## config.mk

```make
export PLATFORM = sky130hd
export DESIGN_NAME = i2c_dac_cmd_slave
export DESIGN_NICKNAME = d
export VERILOG_FILES = /design/src/rtl/i2cd_pkg.sv /design/src/rtl/i2cd_line_sync.sv /design/src/rtl/i2cd_bus_events.sv /design/src/rtl/i2c_dac_cmd_slave.sv
export SDC_FILE = /design/constraint.sdc
export NUM_CORES = 1
export LEC_CHECK = 0
export BUFFER_PORTS_ARGS = -buffer_cell sky130_fd_sc_hd__buf_2
export CORE_MARGIN = 1
export CORE_UTILIZATION = 50
export CTS_BUF_LIST = sky130_fd_sc_hd__clkbuf_4 sky130_fd_sc_hd__clkbuf_8
export CTS_CLUSTER_DIAMETER = 80
export DETAILED_ROUTE_END_ITERATION = 10
export GPL_ROUTABILITY_DRIVEN = 0
export PLACE_DENSITY_LB_ADDON = 0.25
export SYNTH_ARGS = -nofsm -noshare
export SYNTH_HDL_FRONTEND = slang
export SYNTH_SLANG_ARGS = --single-unit
```

## constraint.sdc

```tcl
create_clock -name clk -period 3.03 [get_ports clk]
set_clock_uncertainty 0.15 [all_clocks]
set_input_delay 0.909 -clock clk [delete_from_list [all_inputs] [get_ports clk]]
set_output_delay 0.909 -clock clk [all_outputs]
set_load 0.02 [all_outputs]
```

## src/rtl/i2cd_pkg.sv

```systemverilog
`timescale 1ns/1ps
package i2cd_pkg;

    typedef enum logic [2:0] {
        ST_IDLE,
        ST_ADDR,
        ST_CTRL,
        ST_MSB,
        ST_LSB,
        ST_TX,
        ST_IGNORE
    } bus_state_t;

    localparam logic [4:0] DEV_PREFIX = 5'b10011;
    localparam logic [6:0] BCAST_ADDR = 7'b1001000;
    localparam logic [4:0] HS_PREFIX  = 5'b00001;

endpackage

```

## src/rtl/i2cd_line_sync.sv

```systemverilog
`timescale 1ns/1ps
module i2cd_line_sync #(
    parameter int WIDTH  = 2,
    parameter int STAGES = 2
) (
    input  logic             clk,
    input  logic             rst_n,
    input  logic [WIDTH-1:0] din,
    output logic [WIDTH-1:0] dout
);
    logic [STAGES-1:0][WIDTH-1:0] pipe;

    generate
        for (genvar s = 0; s < STAGES; s++) begin : g_stage
            always_ff @(posedge clk or negedge rst_n) begin
                if (!rst_n) begin
                    pipe[s] <= '1;
                end else if (s == 0) begin
                    pipe[s] <= din;
                end else begin
                    pipe[s] <= pipe[(s > 0) ? s - 1 : 0];
                end
            end
        end
    endgenerate

    assign dout = pipe[STAGES-1];
endmodule

```

## src/rtl/i2cd_bus_events.sv

```systemverilog
`timescale 1ns/1ps
module i2cd_bus_events (
    input  logic clk,
    input  logic rst_n,
    input  logic scl,
    input  logic sda,
    output logic scl_rise,
    output logic scl_fall,
    output logic start_c,
    output logic stop_c
);
    logic scl_q, sda_q;

    always_ff @(posedge clk or negedge rst_n) begin
        if (!rst_n) begin
            scl_q <= 1'b1;
            sda_q <= 1'b1;
        end else begin
            scl_q <= scl;
            sda_q <= sda;
        end
    end

    assign scl_rise = scl & ~scl_q;
    assign scl_fall = ~scl & scl_q;
    assign start_c  = scl & scl_q & sda_q & ~sda;
    assign stop_c   = scl & scl_q & ~sda_q & sda;
endmodule

```

## src/rtl/i2c_dac_cmd_slave.sv

```systemverilog
`timescale 1ns/1ps
module i2c_dac_cmd_slave
    import i2cd_pkg::*;
#(
    parameter int SYNC_STAGES = 2
) (
    input  logic        clk,
    input  logic        rst_n,
    input  logic        scl_i,
    input  logic        sda_i,
    output logic        sda_oe,
    input  logic [1:0]  a_pins,
    output logic        wr_stb,
    output logic [1:0]  wr_chan,
    output logic [15:0] wr_data,
    output logic        wr_pd_en,
    output logic [1:0]  wr_pd,
    output logic [1:0]  wr_load,
    output logic [1:0]  rd_chan,
    input  logic [17:0] rd_word,
    output logic        hs_mode
);
    localparam int BYTE_BITS = 8;
    localparam int CNT_W     = $clog2(BYTE_BITS + 1);

    logic [1:0] line_s;
    logic       scl_s, sda_s;
    logic       scl_rise, scl_fall, start_c, stop_c;

    i2cd_line_sync #(.WIDTH(2), .STAGES(SYNC_STAGES)) u_sync (
        .clk(clk), .rst_n(rst_n), .din({scl_i, sda_i}), .dout(line_s)
    );
    assign scl_s = line_s[1];
    assign sda_s = line_s[0];

    i2cd_bus_events u_ev (
        .clk(clk), .rst_n(rst_n), .scl(scl_s), .sda(sda_s),
        .scl_rise(scl_rise), .scl_fall(scl_fall),
        .start_c(start_c), .stop_c(stop_c)
    );

    bus_state_t       state, state_nx;
    logic [CNT_W-1:0] bit_cnt;
    logic             in_ack, ack_now;
    logic [7:0]       shreg, msb_q, tx_sh, cur_byte;
    logic [1:0]       load_q, chan_q, tx_idx, addr_lat;
    logic             pd_q, armed, hs_pend;
    logic [2:0]       eff_idx;

    wire byte_done = scl_fall && (bit_cnt == CNT_W'(BYTE_BITS)) && !in_ack;
    wire ack_end   = scl_fall && in_ack;
    wire ack_hi    = scl_rise && in_ack;
    wire is_hs     = (shreg[7:3] == HS_PREFIX);

    // Next-state decision and acknowledge choice
    always_comb begin
        state_nx = state;
        ack_now  = 1'b0;
        if (stop_c) begin
            state_nx = ST_IDLE;
        end else if (start_c) begin
            state_nx = ST_ADDR;
        end else if (byte_done) begin
            unique case (state)
                ST_ADDR: begin
                    if (is_hs) begin
                        state_nx = ST_IGNORE;
                    end else if (shreg[7:1] == {DEV_PREFIX, addr_lat}) begin
                        ack_now  = 1'b1;
                        state_nx = shreg[0] ? ST_TX : ST_CTRL;
                    end else if (shreg[7:1] == BCAST_ADDR && !shreg[0]) begin
                        ack_now  = 1'b1;
                        state_nx = ST_CTRL;
                    end else begin
                        state_nx = ST_IGNORE;
                    end
                end
                ST_CTRL: begin ack_now = 1'b1; state_nx = ST_MSB; end
                ST_MSB:  begin ack_now = 1'b1; state_nx = ST_LSB; end
                ST_LSB:  begin
                    ack_now  = 1'b1;
                    state_nx = pd_q ? ST_IGNORE : ST_MSB;
                end
                default: ;
            endcase
        end else if (ack_hi && state == ST_TX && sda_s) begin
            state_nx = ST_IGNORE;
        end
    end

    // Readback byte selection
    always_comb begin
        eff_idx = pd_q ? {1'b0, tx_idx} : ({1'b0, tx_idx} + 3'd1);
        unique case (eff_idx)
            3'd0:    cur_byte = {rd_word[17:16], 6'b0};
            3'd1:    cur_byte = rd_word[15:8];
            3'd2:    cur_byte = rd_word[7:0];
            default: cur_byte = 8'hFF;
        endcase
    end

    // State register
    always_ff @(posedge clk or negedge rst_n) begin
        if (!rst_n) state <= ST_IDLE;
        else        state <= state_nx;
    end

    // Datapath and outputs
    always_ff @(posedge clk or negedge rst_n) begin
        if (!rst_n) begin
            bit_cnt <= '0;   in_ack  <= 1'b0;  shreg   <= '0;
            msb_q   <= '0;   tx_sh   <= '1;    tx_idx  <= '0;
            load_q  <= '0;   chan_q  <= '0;    pd_q    <= 1'b0;
            armed   <= 1'b0; addr_lat <= '0;   hs_pend <= 1'b0;
            hs_mode <= 1'b0; sda_oe  <= 1'b0;  wr_stb  <= 1'b0;
            wr_chan <= '0;   wr_data <= '0;    wr_pd_en <= 1'b0;
            wr_pd   <= '0;   wr_load <= '0;
        end else begin
            wr_stb <= 1'b0;
            if (!armed) begin
                addr_lat <= a_pins;
                armed    <= 1'b1;
            end
            if (stop_c) begin
                bit_cnt <= '0; in_ack <= 1'b0; sda_oe <= 1'b0;
                hs_mode <= 1'b0; hs_pend <= 1'b0;
            end else if (start_c) begin
                bit_cnt <= '0; in_ack <= 1'b0; sda_oe <= 1'b0;
                if (hs_pend) hs_mode <= 1'b1;
                hs_pend <= 1'b0;
            end else begin
                if (scl_rise && !in_ack && bit_cnt != CNT_W'(BYTE_BITS)) begin
                    shreg   <= {shreg[6:0], sda_s};
                    bit_cnt <= bit_cnt + 1'b1;
                end
                if (byte_done) begin
                    in_ack <= 1'b1;
                    sda_oe <= ack_now;
                    unique case (state)
                        ST_ADDR: begin
                            if (is_hs) hs_pend <= 1'b1;
                            tx_idx <= '0;
                        end
                        ST_CTRL: begin
                            load_q <= shreg[5:4];
                            chan_q <= shreg[2:1];
                            pd_q   <= shreg[0];
                        end
                        ST_MSB: msb_q <= shreg;
                        ST_LSB: begin
                            wr_stb   <= 1'b1;
                            wr_chan  <= chan_q;
                            wr_load  <= load_q;
                            wr_data  <= {msb_q, shreg};
                            wr_pd_en <= pd_q;
                            wr_pd    <= msb_q[7:6];
                        end
                        ST_TX: tx_idx <= tx_idx + 1'b1;
                        default: ;
                    endcase
                end
                if (ack_end) begin
                    in_ack  <= 1'b0;
                    bit_cnt <= '0;
                    if (state == ST_TX) begin
                        sda_oe <= ~cur_byte[7];
                        tx_sh  <= {cur_byte[6:0], 1'b1};
                    end else begin
                        sda_oe <= 1'b0;
                    end
                end
                if (scl_fall && !in_ack && state == ST_TX &&
                    bit_cnt != '0 && bit_cnt != CNT_W'(BYTE_BITS)) begin
                    sda_oe <= ~tx_sh[7];
                    tx_sh  <= {tx_sh[6:0], 1'b1};
                end
            end
        end
    end

    assign rd_chan = chan_q;
endmodule

```

==> flow_summary.yaml, run 1 <==
global_routing:
  grt_max_degree: 73
  grt_pass1_vias: 2243
  grt-ovfl-total: 0
  grt_pass1_wl_um: 10500
  grt.total_usage: 0.191
  antenna_found_initial: 0
sta:
  fmax_mhz: 444
  worstMarginPinSlew_ns: 0.631
  rsz0062_at_grt: "no"
  tns_ns: 0
  setup_violations: 0
  fin_crit_ns: 2.25
  hold_viol: 0
  final_max_slew_viol_count: 0
  fin_crit_sh: 0.744
  slew_headroom: 0.575
routing:
  via_count: 2385
  wl_um: 6310
  avgViaCountPerCell: 5.59
  drt-initial-drc-count: 116
  postRouteAntennaNets: 0
  drt_pass1_iterations: 7
  drcViolationCount: 8
  wl_per_cell_um: 14.8
power_and_ir_drop:
  power.density_mw_per_mm2: 575
  power_w: 0.00220
  pwr-share-seq: 0.547
  cell_internal_pwr_w: 0.00154
  clockPowerShare: 0.322
  p_sw_frac: 0.299
  combPwrFrac: 0.131
  ir_worst_vdd_mv: 0.334
  p_switching_w: 0.000658
  cellLeakagePower_nw: 1.91
yosys:
  syn_area_sq_mm: 0.00335
  synth_edf_count: 0
  synthArstFlopShare: 1.00
  synthFlopType: "dfrtp_1"
  syn-num-nets: 322
  synth_warnings: 0
  synth_seq_cells: 72
  synth.distinct_cells: 54
  postSynthAreaPerCell_sq_um: 11.3
  ys_seq_area_frac: 0.543
  synth_cells: 295
clocking:
  root_buffer: "clkbuf_8"
  clk_transition_reported_paths_ns: 0.07
  post_cts_buffers: 0
  cts-htree-levels: 3
  cts_buffer_depth: 2
  cts_resized: 0
  cts_tree: "yes"
  cts_buffers: 9
  cts_hold_buf: 0
  clock-sinks: 72
  clk_latency_ns: 0.35
critical_path:
  path_depth: 5
  reg2reg_depth: 5
  crit_chain: "inv_1 -> nor4_4 -> nand3_2 -> a221oi_1 -> o31ai_1"
  arrival_ns: 2.37
  cpMaxStageDelayCell: "nor4_4"
  cpPeakStageDelay_ns: 0.61
  critPathBufInv: 1
  cp-end-kind: "register"
  crit_type: "reg2reg"
  crit_family: "simple AND/OR/NAND/NOR gates"
  crit_required_ns: 3.15
  cp_max_fo: 11
  worst_setup_path_start_kind: "register"
floorplanning:
  die_w_um: 83.8
  die_area_sq_mm: 0.00702
  std_cell_rows: 29
  start_util: 0.521
  die_h_um: 83.8
  pin_count: 52
  core_area_sq_mm: 0.00642
final_layout:
  final_common_cell: "dfrtp_1"
  final_cell_mix: "dfrtp_1, buf_2, nand2_1, mux2_2, nor2_1"
  syn2layout_area_growth_pct: 14.5
  layout.nets: 372
  stdcell_count: 427
  antenna_cells: 0
  nFillCells: 563
  drive_above_1_share: 0.363
worst_hold_path:
  hold_path.class: "reg2reg"
  hold_depth: 0
run_status:
  outcome: "finished with violations"
  violations: "design-rule violations"
placement:
  dp_cells: 411
  port_buffers: 51
  dp_hpwl_um: 4380
job:
  maxCapViolCount: 0
cells in the mapped netlist, drive strengths merged (2+ instances only):
cell	count	area (sq um)
inv	11	41.3
buf	13	85.1
nand4	3	18.8
and2	2	12.5
a221o	2	20.0
o31ai	9	67.6
o22ai	2	12.5
a221oi	5	43.8
dfrtp	59	1480
nor4	4	40.0
ha	3	37.5
dfstp	13	342
o211ai	2	15.0
nand2	45	171
a32o	3	30.0
a211oi	2	15.0
and2b	2	17.5
mux2	36	405
clkbuf	2	7.51
nor3	2	10.0
a21oi	6	30.0
nor2b	4	25.0
xor2	3	26.3
o21ai	9	45.0
nor2	18	67.6
nand3	8	50.1
xnor2	3	26.3
o21a	2	15.0
a22o	2	17.5
mux2i	3	30.0
final cells by class:
| cell class | count | area, sq um | share of cell area |
|---|---|---|---|
| clock buffer | 11 | 151 | 0.0395 |
| timing repair buffer | 54 | 290 | 0.0758 |
| multi-input combinational | 197 | 1390 | 0.364 |
| tap | 77 | 96.3 | 0.0251 |
| clock inverter | 5 | 40.0 | 0.0105 |
| sequential | 72 | 1820 | 0.475 |
| inverter | 11 | 41.3 | 0.0108 |
metal layers:
| layer | global-route usage | up-vias | part of all wire |
|---|---|---|---|
| met3 | 0.0406 | 12 | 0.046 |
| met4 | 0.0846 | 0 | 0.019 |
| met1 | 0.264 | 1160 | 0.49 |
| li1 | - | 1150 | - |
| met5 | 0 | - | 0 |
| met2 | 0.293 | 63 | 0.45 |
registers in the layout, summed over array words and instances, names as in the netlist, 3 cells and up:
register,cells
shreg,8
tx_sh,7
wr_data,16
msb_q,8
bit_cnt,4
state,3
metrics by stage:
stage          utilization  hold slack [ns]  worst slack (ns)  instance area (sq um)
3_5_place_dp         0.567            0.198             0.798                   3640
2_1_floorplan            -            0.195              1.08                   3350
5_1_grt              0.597            0.210             0.647                   3830
4_1_cts              0.597            0.209             0.790                   3830
6_report             0.597            0.207             0.777                   3830
3_3_place_gp         0.567            0.196             0.831                   3640
kinds of logic after synthesis:
| family | count (synthesis) | synth area share |
|---|---|---|
| simple gates | 97 | 0.147 |
| other cells | 1 | 0.00112 |
| fa+ha+maj | 3 | 0.0112 |
| mux | 39 | 0.130 |
| buf+inv | 26 | 0.0400 |
| xor+xnor | 6 | 0.0157 |
| compound gates | 51 | 0.112 |
| flops | 72 | 0.543 |
worst register-to-register path, cell delays in order, from the launching register on:
cell      delay [ns]
dfrtp_1         0.55
inv_1           0.23
nor4_4          0.61
nand3_2         0.25
a221oi_1        0.29
o31ai_1         0.12
worst paths after layout:
| kind | slack [ns] | to | startpoint |
|---|---|---|---|
| worst min-delay path | 0.21 | u_sync.dout[1]$_DFF_PN1_ | u_sync.pipe[1]$_DFF_PN1_ |
| worst min register to register | 0.21 | u_sync.dout[1]$_DFF_PN1_ | u_sync.pipe[1]$_DFF_PN1_ |
| worst max register to register | 0.78 | tx_sh[3]$_DFFE_PN1P_ | state[0]$_DFFE_PN0P_ |
| min in group asynchronous | 0.42 | wr_data[10]$_DFFE_PN0P_ | rst_n |
| worst max-delay path | 0.78 | tx_sh[3]$_DFFE_PN1P_ | state[0]$_DFFE_PN0P_ |
| max in group asynchronous | 1.96 | u_ev.sda_q$_DFF_PN1_ | rst_n |
power groups by stage:
stage	Sequential [W]	Combinational [W]	Clock, W
finish	0.00120	0.000288	0.000710
global route	0.00122	0.000332	0.000769
CTS	0.00120	0.000291	0.000728
detailed placement	0.00122	0.000289	0
global placement	0.00122	0.000280	0
floorplan	0.00116	0.000238	0
Note: power is estimated with default switching activity, not from simulation.
==> run 2, diff against run 1 <==
- ABC_AREA: unset -> 1
- clock period: 3.03 -> 2 ns (I/O delays scaled with it)
==> run 2 against run 1 <==
Against the previous run:
- the run now ends clean
- register-to-register slack worse by 0.58 ns
- highest routed layer unchanged
- synthesized area up 3.0%
- global-route usage up 0.90 points
- combinational power is 130% higher
- via count rose by 12%
- worst hold slack got worse by 0.18 ns
- design area up 4.7%
- sequential power rose by 48%
- synthesized cell count up 33%
==> flow_summary.yaml, run 2 <==
run_status:
  outcome: "complete, no violations"
power_and_ir_drop:
  combPwrFrac: 0.176
  power.density_mw_per_mm2: 931
  pwr-share-seq: 0.475
  ir_worst_vdd_mv: 0.543
  cellLeakagePower_nw: 2.13
  cell_internal_pwr_w: 0.00258
  p_switching_w: 0.00116
  clockPowerShare: 0.349
  p_sw_frac: 0.309
  power_w: 0.00374
yosys:
  ys_seq_area_frac: 0.528
  synth_seq_cells: 72
  postSynthAreaPerCell_sq_um: 8.81
  synth_top_area_share: 0.428
  synth.area.top_cells: "dfrtp_1, nand2_1, dfstp_2"
  synth.distinct_cells: 31
  synth_edf_count: 0
  syn_area_sq_mm: 0.00345
  synth_warnings: 0
  synthFlopType: "dfrtp_1"
  synth.most_common_cell: "nand2_1"
  synthArstFlopShare: 1.00
  yosysTopAreaCell: "dfrtp_1"
  synth_cells: 391
  netlist_top_cells_count: "nand2_1, dfrtp_1, inv_1"
  syn-num-nets: 418
global_routing:
  grt_pass1_wl_um: 11300
  grt_max_degree: 31
  grt-ovfl-total: 0
  grt.total_usage: 0.200
  antenna_found_initial: 0
  grt_pass1_vias: 2549
critical_path:
  crit_required_ns: 2.09
  arrival_ns: 1.89
  cp-end-kind: "register"
  crit_type: "reg2reg"
  cp_max_fo: 5
  worst_setup_path_start_kind: "register"
routing:
  avgViaCountPerCell: 5.01
  wl_um: 6320
  wl_per_cell_um: 11.9
  via_count: 2663
  drcViolationCount: 0
  postRouteAntennaNets: 0
  drt_pass1_iterations: 4
  drt-initial-drc-count: 148
sta:
  slew_headroom: 0.631
  fin_crit_ns: 1.80
  tns_ns: 0
  fmax_mhz: 555
  setup_violations: 0
  rsz0062_at_grt: "no"
  fin_ws_ns: 0.199
  worstMarginPinSlew_ns: 0.553
  hold_viol: 0
  fin_crit_sh: 0.901
  final_max_slew_viol_count: 0
clocking:
  root_buffer: "clkbuf_8"
  cts_hold_buf: 0
  clk_latency_ns: 0.35
  clk_transition_reported_paths_ns: 0.08
  cts_tree: "yes"
  cts_buffers: 9
  clock-sinks: 72
  cts_resized: 0
  cts_buffer_depth: 2
  post_cts_buffers: 0
  cts-htree-levels: 3
worst_hold_path:
  hold_path.class: "in2async"
final_layout:
  syn2layout_area_growth_pct: 16.4
  reg_top3: "wr_data x16, msb_q x8, shreg x8"
  postLayoutCellArea_sq_mm: 0.00401
  drive_above_1_share: 0.299
  stdcell_count: 532
  largest_register_ffs: 16
  antenna_cells: 0
  final_cell_mix: "nand2_1, dfrtp_1, buf_2, inv_1, nor2_1"
  layout.nets: 477
  final_common_cell: "nand2_1"
  regMostFlops: "wr_data"
job:
  maxCapViolCount: 0
floorplanning:
  die_w_um: 85.0
  start_util: 0.531
  pin_count: 52
  die_area_sq_mm: 0.00723
  die_h_um: 85.0
  std_cell_rows: 29
  core_area_sq_mm: 0.00649
placement:
  placed_area_sq_mm: 0.00378
  place_ws_ns: 0.132
  dp_cells: 516
  port_buffers: 51
  dp_hpwl_um: 4580
[run 2: cell count changes in the layout (fill, tap and decap cells not counted), sizes merged, moves of 4 or more]
cell,previous run,this run
mux2,36,2
nor2b,4,0
inv,12,41
nor2,18,28
nor4,4,0
o31ai,9,0
nor3,2,8
nand2,45,144
o21ai,9,40
a221oi,5,0
nand3,8,24
[run 2: final timing paths]
check | cells past startpoint | startpoint | slack, ns | endpoint
min | 1 | rst_n | 0.03 | wr_data[12]$_DFFE_PN0P_
min reg2reg | 0 | u_sync.pipe[1]$_DFF_PN1_ | 0.21 | u_sync.dout[1]$_DFF_PN1_
max | 10 | bit_cnt[0]$_DFFE_PN0P_ | 0.20 | state[0]$_DFFE_PN0P_
min in group clk | 1 | sda_i | 0.18 | u_sync.pipe[0]$_DFF_PN1_
max reg2reg | 10 | bit_cnt[0]$_DFFE_PN0P_ | 0.20 | state[0]$_DFFE_PN0P_
max in group asynchronous | 2 | rst_n | 1.06 | tx_sh[3]$_DFFE_PN1P_
[run 2: per-stage QoR]
stage	hold WS (ns)	utilization
floorplan	0.154	-
global placement	0.196	0.583
detailed placement	0.200	0.583
CTS	0.0318	0.618
global route	0.0509	0.618
finish	0.0258	0.618
[run 2: critical path: stages (launching register included)]
cell     delay (ns)
dfrtp_1        0.40
inv_1          0.09
ha_1           0.14
inv_1          0.05
nor2_4         0.12
nand3_4        0.11
buf_4          0.17
inv_2          0.11
nand3_1        0.10
nand2_1        0.14
o21ai_0        0.10
[run 2: cells by family after synthesis]
| kind of cell | Yosys count | share of synthesized area |
|---|---|---|
| AOI/OAI and AO/OA | 52 | 0.0969 |
| xor gates and xnor gates | 2 | 0.00508 |
| muxes | 2 | 0.00654 |
| and+or+nand+nor | 211 | 0.285 |
| DFF | 72 | 0.528 |
| buffers and inverters | 48 | 0.0664 |
| other | 1 | 0.00109 |
| adders and majority gates | 3 | 0.0109 |
[run 2: final cells by class]
class / instances / area, sq um
Multi-Input combinational cell: 271 / 1400
Timing Repair Buffer: 57 / 325
Sequential cell: 72 / 1820
Inverter: 39 / 146
Fill cell: 572 / 2480
Tap cell: 77 / 96.3
Clock buffer: 9 / 124
Clock inverter: 7 / 103
[run 2: metal layers]
layer	global-route usage	vias to the layer above	routed length [um]
li1	-	1370	-
met1	0.261	1224	2930
met2	0.326	59	3000
met3	0.0379	10	274
met4	0.0924	0	122
met5	0	-	0
[run 2: power by group through the flow]
| stage | clock network (W) | logic, W | registers [W] |
|---|---|---|---|
| floorplan | 0 | 0.000459 | 0.00180 |
| detailed placement | 0 | 0.000665 | 0.00180 |
| global placement | 0 | 0.000653 | 0.00180 |
| global route | 0.00139 | 0.000757 | 0.00180 |
| finish | 0.00130 | 0.000658 | 0.00177 |
| CTS | 0.00133 | 0.000670 | 0.00178 |
==> run 3, diff against run 2 <==
- GPL_TIMING_DRIVEN: unset -> 0
- clock period: 2 -> 1.95 ns (I/O delays scaled with it)
==> run 3 against run 2 <==
Against the previous run:
- sequential power increased by 3%
- worst setup slack got worse by 0.044 ns
- largest cell class unchanged
- critical endpoint is now wr_data[7]$_DFFE_PN0P_
- sequential cell count unchanged
- non-clock buffer count increased by 5
==> flow_summary.yaml, run 3 (synthesis results as in run 2) <==
floorplanning:
  core_area_sq_mm: 0.00649
  start_util: 0.531
  pin_count: 52
  die_area_sq_mm: 0.00723
  die_h_um: 85.0
  die_w_um: 85.0
  std_cell_rows: 29
job:
  maxCapViolCount: 0
clocking:
  clock-sinks: 72
  cts_buffers: 9
  clk_latency_ns: 0.35
  cts_tree: "yes"
  root_buffer: "clkbuf_8"
  cts_buffer_depth: 2
  clk_transition_reported_paths_ns: 0.08
  cts-htree-levels: 3
final_layout:
  regMostFlops: "wr_data"
  stdcell_count: 536
  reg_top3: "wr_data x16, msb_q x8, shreg x8"
  layout.nets: 482
  drive_above_1_share: 0.312
  final_cell_mix: "nand2_1, dfrtp_1, buf_2, inv_1, nor2_1"
  final_common_cell: "nand2_1"
  antenna_cells: 0
  syn2layout_area_growth_pct: 18.3
  largest_register_ffs: 16
routing:
  wl_per_cell_um: 12.4
  via_count: 2681
  postRouteAntennaNets: 0
  drt_pass1_iterations: 5
  drt-initial-drc-count: 88
  avgViaCountPerCell: 5.00
  drcViolationCount: 0
  wl_um: 6650
placement:
  dp_cells: 519
  dp_hpwl_um: 4710
  place_ws_ns: 0.127
  port_buffers: 51
worst_hold_path:
  hold_path.class: "in2reg"
sta:
  fmax_mhz: 557
  hold_viol: 0
  holdWs_ns: 0.185
  final_max_slew_viol_count: 0
  worstMarginPinSlew_ns: 0.881
  fin_crit_sh: 0.921
  setup_violations: 0
  slew_headroom: 0.413
  tns_ns: 0
  fin_crit_ns: 1.80
  fin_ws_ns: 0.154
global_routing:
  grt.total_usage: 0.203
  grt_pass1_vias: 2582
  antenna_found_initial: 0
  grt_max_degree: 73
  grt-ovfl-total: 0
  grt_pass1_wl_um: 11400
power_and_ir_drop:
  p_sw_frac: 0.293
  pwr-share-seq: 0.463
  clockPowerShare: 0.364
  combPwrFrac: 0.173
  cellLeakagePower_nw: 2.17
  p_switching_w: 0.00115
  power.density_mw_per_mm2: 966
  ir_worst_vdd_mv: 0.541
  cell_internal_pwr_w: 0.00278
critical_path:
  arrival_ns: 1.89
  cp-end-kind: "register"
  crit_required_ns: 2.04
  crit_chain: "inv_1 -> ha_1 -> inv_1 -> nor2_4 -> nand3_4 -> nor2_4 -> inv_2 -> buf_6 -> nand2_1 -> o21ai_2"
  cp_max_fo: 10
  worst_setup_path_start_kind: "register"
  r2r_slack_ns: 0.15
  cpPeakStageDelay_ns: 0.40
  cpMaxStageDelayCell: "dfrtp_1"
  crit_type: "reg2reg"
run_status:
  outcome: "complete, no violations"
[run 3: final timing paths]
check                                          from  cells after the start                        to
min reg2reg                u_sync.pipe[0]$_DFF_PN1_                      0  u_sync.dout[0]$_DFF_PN1_
min in group asynchronous                     rst_n                      1   wr_data[12]$_DFFE_PN0P_
min                                           sda_i                      1  u_sync.pipe[0]$_DFF_PN1_
max reg2reg                  bit_cnt[0]$_DFFE_PN0P_                     10    wr_data[7]$_DFFE_PN0P_
max in group asynchronous                     rst_n                      1    wr_chan[1]$_DFFE_PN0P_
max                          bit_cnt[0]$_DFFE_PN0P_                     10    wr_data[7]$_DFFE_PN0P_
[run 3: cell type report]
class | count | area (sq um)
Buffer | 9 | 83.8
Tap cell | 77 | 96.3
Multi-Input combinational cell | 271 | 1420
Sequential cell | 72 | 1820
Clock buffer | 10 | 138
Timing Repair Buffer | 53 | 273
Clock inverter | 5 | 105
Inverter | 39 | 146
Fill cell | 596 | 2420
[run 3: metal layers]
metal / vias up / global-route usage / part of all wire
met5: - / 0 / 0
met4: 0 / 0.0878 / 0.015
met3: 8 / 0.0409 / 0.043
met2: 60 / 0.336 / 0.48
met1: 1242 / 0.262 / 0.46
li1: 1371 / - / -
[run 3: critical path: cells and delay by family (launching register included)]
kind / cells / cell delay, ns
simple gates: 4 / 0.55
flops: 1 / 0.40
buf+inv: 4 / 0.38
fa+ha+maj: 1 / 0.14
compound gates: 1 / 0.06
[run 3: what timing repair did]
item / CTS / global route
resized for setup: 0 / 6
buffers inserted: 0 / 2
endpoints found under the setup margin: 0 / 16
hold buffers: 0 / 0
[run 3: stage by stage]
step | power, W | area [sq um] | utilization
after floorplan | 0.00231 | 3450 | -
after global placement | 0.00250 | 3800 | 0.585
after detailed placement | 0.00253 | 3800 | 0.585
after CTS | 0.00397 | 4040 | 0.622
after global routing | 0.00413 | 4080 | 0.628
final | 0.00394 | 4080 | 0.628
[run 3: power groups by stage]
stage | combinational (W) | clock, W | sequential, W
finish | 0.000680 | 0.00143 | 0.00182
global route | 0.000776 | 0.00151 | 0.00185
CTS | 0.000684 | 0.00146 | 0.00182
detailed placement | 0.000682 | 0 | 0.00185
global placement | 0.000659 | 0 | 0.00184
floorplan | 0.000471 | 0 | 0.00184
